`src/rtl/xrg_pkg.sv`:
```
package xrg_pkg;
  localparam logic [15:0] PORT_COMPAT_ALT = 16'h03BF;
  localparam logic [15:0] PORT_COMPAT     = 16'h03DF;
  localparam logic [15:0] PORT_MODE       = 16'h03D8;
  localparam logic [15:0] PORT_MISC       = 16'h03C2;
  localparam logic [15:0] PORT_INDEX      = 16'h03D4;
  localparam logic [15:0] PORT_DATA       = 16'h03D5;

  typedef struct packed {
    logic compat_we;
    logic mode_we;
    logic misc_we;
    logic index_we;
    logic data_we;
  } xrg_strobe_t;
endpackage

```
`src/rtl/xrg_rst_sync.sv`:
```
module xrg_rst_sync (
  input  logic clk,
  input  logic rst_n,
  output logic rst_n_sync
);
  logic [1:0] sync_q;

  always_ff @(posedge clk or negedge rst_n) begin
    if (!rst_n) sync_q <= 2'b00;
    else        sync_q <= {sync_q[0], 1'b1};
  end

  assign rst_n_sync = sync_q[1];
endmodule

```
`src/rtl/xrg_port_decode.sv`:
```
module xrg_port_decode
  import xrg_pkg::*;
#(
  parameter int ADDR_W = 16
) (
  input  logic              io_we,
  input  logic [ADDR_W-1:0] io_addr,
  input  logic              alt_en,
  output xrg_strobe_t       stb
);
  always_comb begin
    stb           = '0;
    stb.compat_we = io_we && ((io_addr == ADDR_W'(PORT_COMPAT)) ||
                              (alt_en && (io_addr == ADDR_W'(PORT_COMPAT_ALT))));
    stb.mode_we   = io_we && (io_addr == ADDR_W'(PORT_MODE));
    stb.misc_we   = io_we && (io_addr == ADDR_W'(PORT_MISC));
    stb.index_we  = io_we && (io_addr == ADDR_W'(PORT_INDEX));
    stb.data_we   = io_we && (io_addr == ADDR_W'(PORT_DATA));
  end
endmodule

```
`src/rtl/xrg_key_unit.sv`:
```
module xrg_key_unit #(
  parameter int               DATA_W   = 8,
  parameter logic [DATA_W-1:0] KEY_CODE = 8'h03,
  parameter logic [DATA_W-1:0] KEY_MASK = 8'hA0,
  parameter logic [DATA_W-1:0] MISC_RST = 8'h01
) (
  input  logic              clk,
  input  logic              rst_n,
  input  logic              compat_we,
  input  logic              mode_we,
  input  logic              misc_we,
  input  logic [DATA_W-1:0] wdata,
  output logic [DATA_W-1:0] compat,
  output logic [DATA_W-1:0] mode,
  output logic [DATA_W-1:0] misc,
  output logic              key
);
  logic [DATA_W-1:0] compat_q, mode_q, misc_q;
  logic              key_q, key_d;
  logic              code_match, pattern_hit;

  always_comb begin
    code_match  = (compat_q == KEY_CODE);
    pattern_hit = ((wdata & KEY_MASK) == KEY_MASK);
    key_d       = key_q;
    if (mode_we) begin
      if (code_match && pattern_hit)        key_d = 1'b1;
      else if (!code_match && !pattern_hit) key_d = 1'b0;
    end
  end

  always_ff @(posedge clk or negedge rst_n) begin
    if (!rst_n) begin
      compat_q <= '0;
      mode_q   <= '0;
      misc_q   <= MISC_RST;
      key_q    <= 1'b0;
    end else begin
      if (compat_we) compat_q <= wdata;
      if (mode_we)   mode_q   <= wdata;
      if (misc_we)   misc_q   <= wdata;
      if (mode_we)   key_q    <= key_d;
    end
  end

  assign compat = compat_q;
  assign mode   = mode_q;
  assign misc   = misc_q;
  assign key    = key_q;
endmodule

```
`src/rtl/xrg_crtc_file.sv`:
```
module xrg_crtc_file #(
  parameter int                DATA_W    = 8,
  parameter int                IDX_W     = 6,
  parameter int                PROT_REG  = 'h11,
  parameter int                PROT_BIT  = 7,
  parameter int                LOW_LAST  = 6,
  parameter int                PART_IDX  = 7,
  parameter logic [DATA_W-1:0] PART_MASK = 8'h10,
  parameter int                OPEN_LAST = 'h18,
  parameter int                EXEMPT_A  = 'h33,
  parameter int                EXEMPT_B  = 'h35,
  localparam int               NREG      = 1 << IDX_W
) (
  input  logic                     clk,
  input  logic                     rst_n,
  input  logic                     index_we,
  input  logic                     data_we,
  input  logic                     key,
  input  logic [DATA_W-1:0]        wdata,
  output logic [IDX_W-1:0]         index,
  output logic [DATA_W-1:0]        sel_data,
  output logic [NREG*DATA_W-1:0]   regs_flat
);
  typedef logic [IDX_W-1:0] idx_t;
  localparam idx_t I_PROT = idx_t'(PROT_REG);
  localparam idx_t I_LOW  = idx_t'(LOW_LAST);
  localparam idx_t I_PART = idx_t'(PART_IDX);
  localparam idx_t I_OPEN = idx_t'(OPEN_LAST);
  localparam idx_t I_EXA  = idx_t'(EXEMPT_A);
  localparam idx_t I_EXB  = idx_t'(EXEMPT_B);

  logic [NREG-1:0][DATA_W-1:0] regs_q;
  idx_t                        idx_q, idx_d;
  logic [NREG-1:0]             reg_en;
  logic                        prot, low_blk, ext_blk, data_ok, partial;
  logic [DATA_W-1:0]           wr_val;

  always_comb begin
    idx_d    = index_we ? wdata[IDX_W-1:0] : idx_q;
    sel_data = regs_q[idx_q];
    prot     = regs_q[I_PROT][PROT_BIT];
    low_blk  = prot && ((idx_q <= I_LOW) || (idx_q == I_EXB));
    ext_blk  = !key && (idx_q > I_OPEN) && (idx_q != I_EXA) && (idx_q != I_EXB);
    data_ok  = data_we && !low_blk && !ext_blk;
    partial  = prot && (idx_q == I_PART);
    wr_val   = partial ? ((sel_data & ~PART_MASK) | (wdata & PART_MASK)) : wdata;
  end

  for (genvar g = 0; g < NREG; g++) begin : g_reg
    assign reg_en[g] = data_ok && (idx_q == idx_t'(g));
    assign regs_flat[g*DATA_W +: DATA_W] = regs_q[g];
  end

  always_ff @(posedge clk or negedge rst_n) begin
    if (!rst_n) begin
      idx_q  <= '0;
      regs_q <= '0;
    end else begin
      if (index_we) idx_q <= idx_d;
      for (int i = 0; i < NREG; i++) begin
        if (reg_en[i]) regs_q[i] <= wr_val;
      end
    end
  end

  assign index = idx_q;
endmodule

```
`src/rtl/crtc_guard.sv`:
```
module crtc_guard
  import xrg_pkg::*;
#(
  parameter int  ADDR_W = 16,
  parameter int  DATA_W = 8,
  parameter int  IDX_W  = 6,
  localparam int NREG   = 1 << IDX_W
) (
  input  logic                   clk,
  input  logic                   rst_n,
  input  logic                   io_we,
  input  logic [ADDR_W-1:0]      io_addr,
  input  logic [DATA_W-1:0]      io_wdata,
  output logic [DATA_W-1:0]      io_rdata,
  output logic                   key_o,
  output logic [DATA_W-1:0]      compat_o,
  output logic [DATA_W-1:0]      mode_o,
  output logic [DATA_W-1:0]      misc_o,
  output logic [IDX_W-1:0]       idx_o,
  output logic [NREG*DATA_W-1:0] crtc_o
);
  logic              rst_n_s;
  xrg_strobe_t       stb;
  logic [DATA_W-1:0] sel_data;
  logic [DATA_W-1:0] misc_w;

  xrg_rst_sync u_rst (.clk(clk), .rst_n(rst_n), .rst_n_sync(rst_n_s));

  xrg_port_decode #(.ADDR_W(ADDR_W)) u_dec (
    .io_we(io_we), .io_addr(io_addr), .alt_en(misc_w[0]), .stb(stb)
  );

  xrg_key_unit #(.DATA_W(DATA_W)) u_key (
    .clk(clk), .rst_n(rst_n_s),
    .compat_we(stb.compat_we), .mode_we(stb.mode_we), .misc_we(stb.misc_we),
    .wdata(io_wdata), .compat(compat_o), .mode(mode_o), .misc(misc_w), .key(key_o)
  );

  xrg_crtc_file #(.DATA_W(DATA_W), .IDX_W(IDX_W)) u_file (
    .clk(clk), .rst_n(rst_n_s),
    .index_we(stb.index_we), .data_we(stb.data_we), .key(key_o),
    .wdata(io_wdata), .index(idx_o), .sel_data(sel_data), .regs_flat(crtc_o)
  );

  always_comb begin
    if (io_addr == ADDR_W'(PORT_INDEX))     io_rdata = DATA_W'(idx_o);
    else if (io_addr == ADDR_W'(PORT_DATA)) io_rdata = sel_data;
    else                                    io_rdata = '0;
  end

  assign misc_o = misc_w;
endmodule

```
`config.mk`:
```
export PLATFORM = sky130hd
export DESIGN_NAME = crtc_guard
export DESIGN_NICKNAME = d
export VERILOG_FILES = /design/src/rtl/xrg_pkg.sv /design/src/rtl/xrg_rst_sync.sv /design/src/rtl/xrg_port_decode.sv /design/src/rtl/xrg_key_unit.sv /design/src/rtl/xrg_crtc_file.sv /design/src/rtl/crtc_guard.sv
export SDC_FILE = /design/constraint.sdc
export NUM_CORES = 1
export LEC_CHECK = 0
export ABC_CLOCK_PERIOD_IN_PS = 18650
export BUFFER_PORTS_ARGS = -buffer_cell sky130_fd_sc_hd__buf_2
export CAP_MARGIN = 20
export CORE_ASPECT_RATIO = 1.75
export CORE_UTILIZATION = 48
export CTS_BUF_LIST = sky130_fd_sc_hd__clkbuf_8 sky130_fd_sc_hd__clkbuf_16
export DETAILED_ROUTE_END_ITERATION = 16
export PLACE_DENSITY = 0.72
export SYNTH_ARGS = -nofsm -noshare
export SYNTH_HDL_FRONTEND = slang
export SYNTH_SLANG_ARGS = --single-unit
```
`constraint.sdc`:
```
create_clock -name clk -period 18.65 [get_ports clk]
set_input_delay 3.73 -clock clk [delete_from_list [all_inputs] [get_ports clk]]
set_output_delay 3.73 -clock clk [all_outputs]
set_load 0.03 [all_outputs]
```
==> summary.txt <==
worst slew margin relative to its limit: 0.228
Post-Route Setup TNS: 0 ns
min-delay src: u_rst.sync_q[0]
CP endpoint kind: output pin
non-filler instance count after layout: 3,108
CTS resizes: 0
type of the worst setup path: primary input to output pin
Lkg Pwr: 15.9 nW
Top-Level Pins: 578
total of warnings raised by yosys: 0
HPWL after detailed placement: 67,100 um
register bit count reported by yosys: 545
P&R area growth vs syn: 20.7%
summed area of non-filler cells in the final layout: 0.0305 mm^2
DRC viols: 0
vias after detailed routing: 18.9k
Tcrit/Tclk final: 0.514
count of hold buffers inserted by post-cts repair: 0
horizontal die dimension: 176 um
overall fraction of global-route tracks in use: 0.345
number of buffers added on ports: 577
fin nets: 2,420
required time at the worst-slack endpoint: 14.92 ns
post-place instance area: 0.0288 mm^2
setup repair after global routing missed its margin: no
Commonest cells post-synth: 544 x dfrtp_1, 389 x mux2_2, 153 x nand2_1
clock tree from TritonCTS: built
final worst hold slack: 0.356 ns
clock tree sinks: 545
clock latency reported for the late side of the worst-skew pair: 0.60 ns
least setup slack across all paths after layout: 9.07 ns
ratio of total power to cell area: 74.2 mW/mm^2
effective utilization at floorplan: 0.485
crit path launch: io_addr[13]
power after layout: 2.26 mW
Cells after Synth: 1,863
Worst Path Arrival: 5.85 ns
Die Area: 0.0537 mm^2
H-tree levels: 2
syn avg cell area: 13.6 um^2
standard-cell row count: 111
portion of synthesized cell area occupied by the leading cell type: 0.538
largest area contributor in the netlist: dfrtp_1
Final GP Congestion: 0.913
pin count of the biggest net entering global routing: 172
actual transition at the worst max-transition pin: 1.15 ns
Final setup violation count: 0
post-placement worst setup slack: 8.85 ns
Clock Skew: 0.0268 ns
critical path peak fanout: 10
antenna violations before repair: 3
floorplan die height: 306 um
fraction of layout cells with a size suffix above 1: 0.509
post-detailed-routing wire length: 93,000 um
total clock buffers created by CTS: 49
post-synthesis async set-or-reset flop share: 1.00
Max Clock Freq: 0.104 GHz
via-per-instance ratio: 6.08
Final Hold Viols: 0
count of maximum capacitance violations: 0
run status: finished clean
number of enable flip-flop cells after synthesis: 0
Post CTS Setup Buffer Count: 0
startpoint class of the critical path: primary input
iteration-0 DRC count of the detailed router: 1,680
core utilization of the finished layout: 0.585
Routed WL per cell: 29.9 um
fin. max-slew vios: 0
grt ovf: 0
antenna diode instance count: 0
Worst-path clk slew: 0.06 ns
number of global-route vias before repair: 19.2k
biggest area contributors in the synthesized netlist: dfrtp_1 54%, mux2_2 17%, mux4_2 6.9%
Floorplan Core Area: 0.0522 mm^2
Pre-Repair DR Iteration Count: 5
netlist area before placement: 0.0253 mm^2
Reg-to-Reg Start: u_file.index[1]
primary flip-flop cell chosen by synthesis mapping: dfrtp_1
portion of the post-synthesis area used by sequential elements: 0.539
post-synth net total: 1,891
count of cell types in the netlist: 57
count of antenna-violating nets left after detailed routing: 0
buffer depth of the longest clock path: 3
most common cell in the synthesized netlist: dfrtp_1
Placed Instances: 3,011
cell at the root of the clock tree: clkbuf_16
final critical-path required period: 9.58 ns
wire length of the first global-routing pass: 134,000 um
peak supply drop: 0.0747 mV
class of the tightest hold or removal check: register to register
[final timing paths]
kind | end | slack (ns) | cells after the start
setup / recovery | io_rdata[4] | 9.07 | 8
hold / removal | u_rst.sync_q[1] | 0.36 | 0
setup reg to reg | u_file.regs_flat[116] | 14.37 | 7
min in group asynchronous | u_file.regs_flat[184] | 0.45 | 0
max in group asynchronous | u_file.regs_flat[329] | 15.23 | 4
hold reg to reg | u_rst.sync_q[1] | 0.36 | 0
[state kept, by name, indices dropped and copies added, names as in the netlist]
signal            flops
u_file.index          6
u_file.regs_flat    512
u_key.misc            8
u_rst.sync_q          2
u_key.compat          8
u_key.key             1
u_key.mode            8
[cell families after synthesis]
kind of cell,count (synthesis),synth area share
adder cells (fa/ha/maj),1,0.000494
AO/OA/AOI/OAI,220,0.0533
AND/OR/NAND/NOR,328,0.0749
multiplexers,628,0.308
buffers and inverters,140,0.0237
flip-flops,545,0.539
other,1,0.000148
[metal layers]
metal  track usage  vias to the layer above  wire length [um]
met4         0.192                        0              5850
li1              -                     7883                 -
met5             0                        -                 0
met1         0.405                     9865             33400
met3        0.0546                      238              5980
met2         0.598                      912             47700
[area by class of cell]
cell class,count,area (um^2)
clock buffer,63,1440
tap,678,848
inverter,4,15.0
sequential,545,13700
timing repair buffer,614,3320
clock inverter,26,155
multi-input combinational,1178,11100
fill,4412,21700
[worst max-delay path, stage by stage]
cell and delay (ns):
buf_2 0.11, nor4_4 0.34, nand4_4 0.26, nor3_4 0.56
o221ai_1 0.24, a221o_1 0.29, nand3_1 0.08, buf_2 0.23
[cell usage in the layout (no fill, tap or decap), types with 4 or more instances in the layout]
| master | count |
|---|---|
| buf_4 | 27 |
| nor2_8 | 10 |
| buf_16 | 6 |
| clkbuf_8 | 12 |
| nor2_2 | 19 |
| nor2_4 | 11 |
| mux4_2 | 77 |
| and2_1 | 7 |
| o21ai_0 | 135 |
| clkinv_2 | 6 |
| nand2b_1 | 5 |
| nand4_1 | 14 |
| buf_2 | 578 |
| nor2b_1 | 4 |
| nand2b_2 | 7 |
| clkbuf_16 | 51 |
| mux2_4 | 8 |
| nand3_1 | 54 |
| dfrtp_1 | 540 |
| mux2i_1 | 132 |
| nor2_1 | 14 |
| a22oi_1 | 66 |
| mux2_2 | 389 |
| inv_1 | 17 |
| nand3_2 | 7 |
| mux2_1 | 22 |
| nand2_1 | 153 |
[report_power, final]
group          internal, mW  switching, mW
Sequential             1.18        0.00278
Clock                 0.557          0.463
Combinational        0.0105         0.0492
Total                  1.75          0.515
Note: power is estimated with default switching activity, not from simulation.
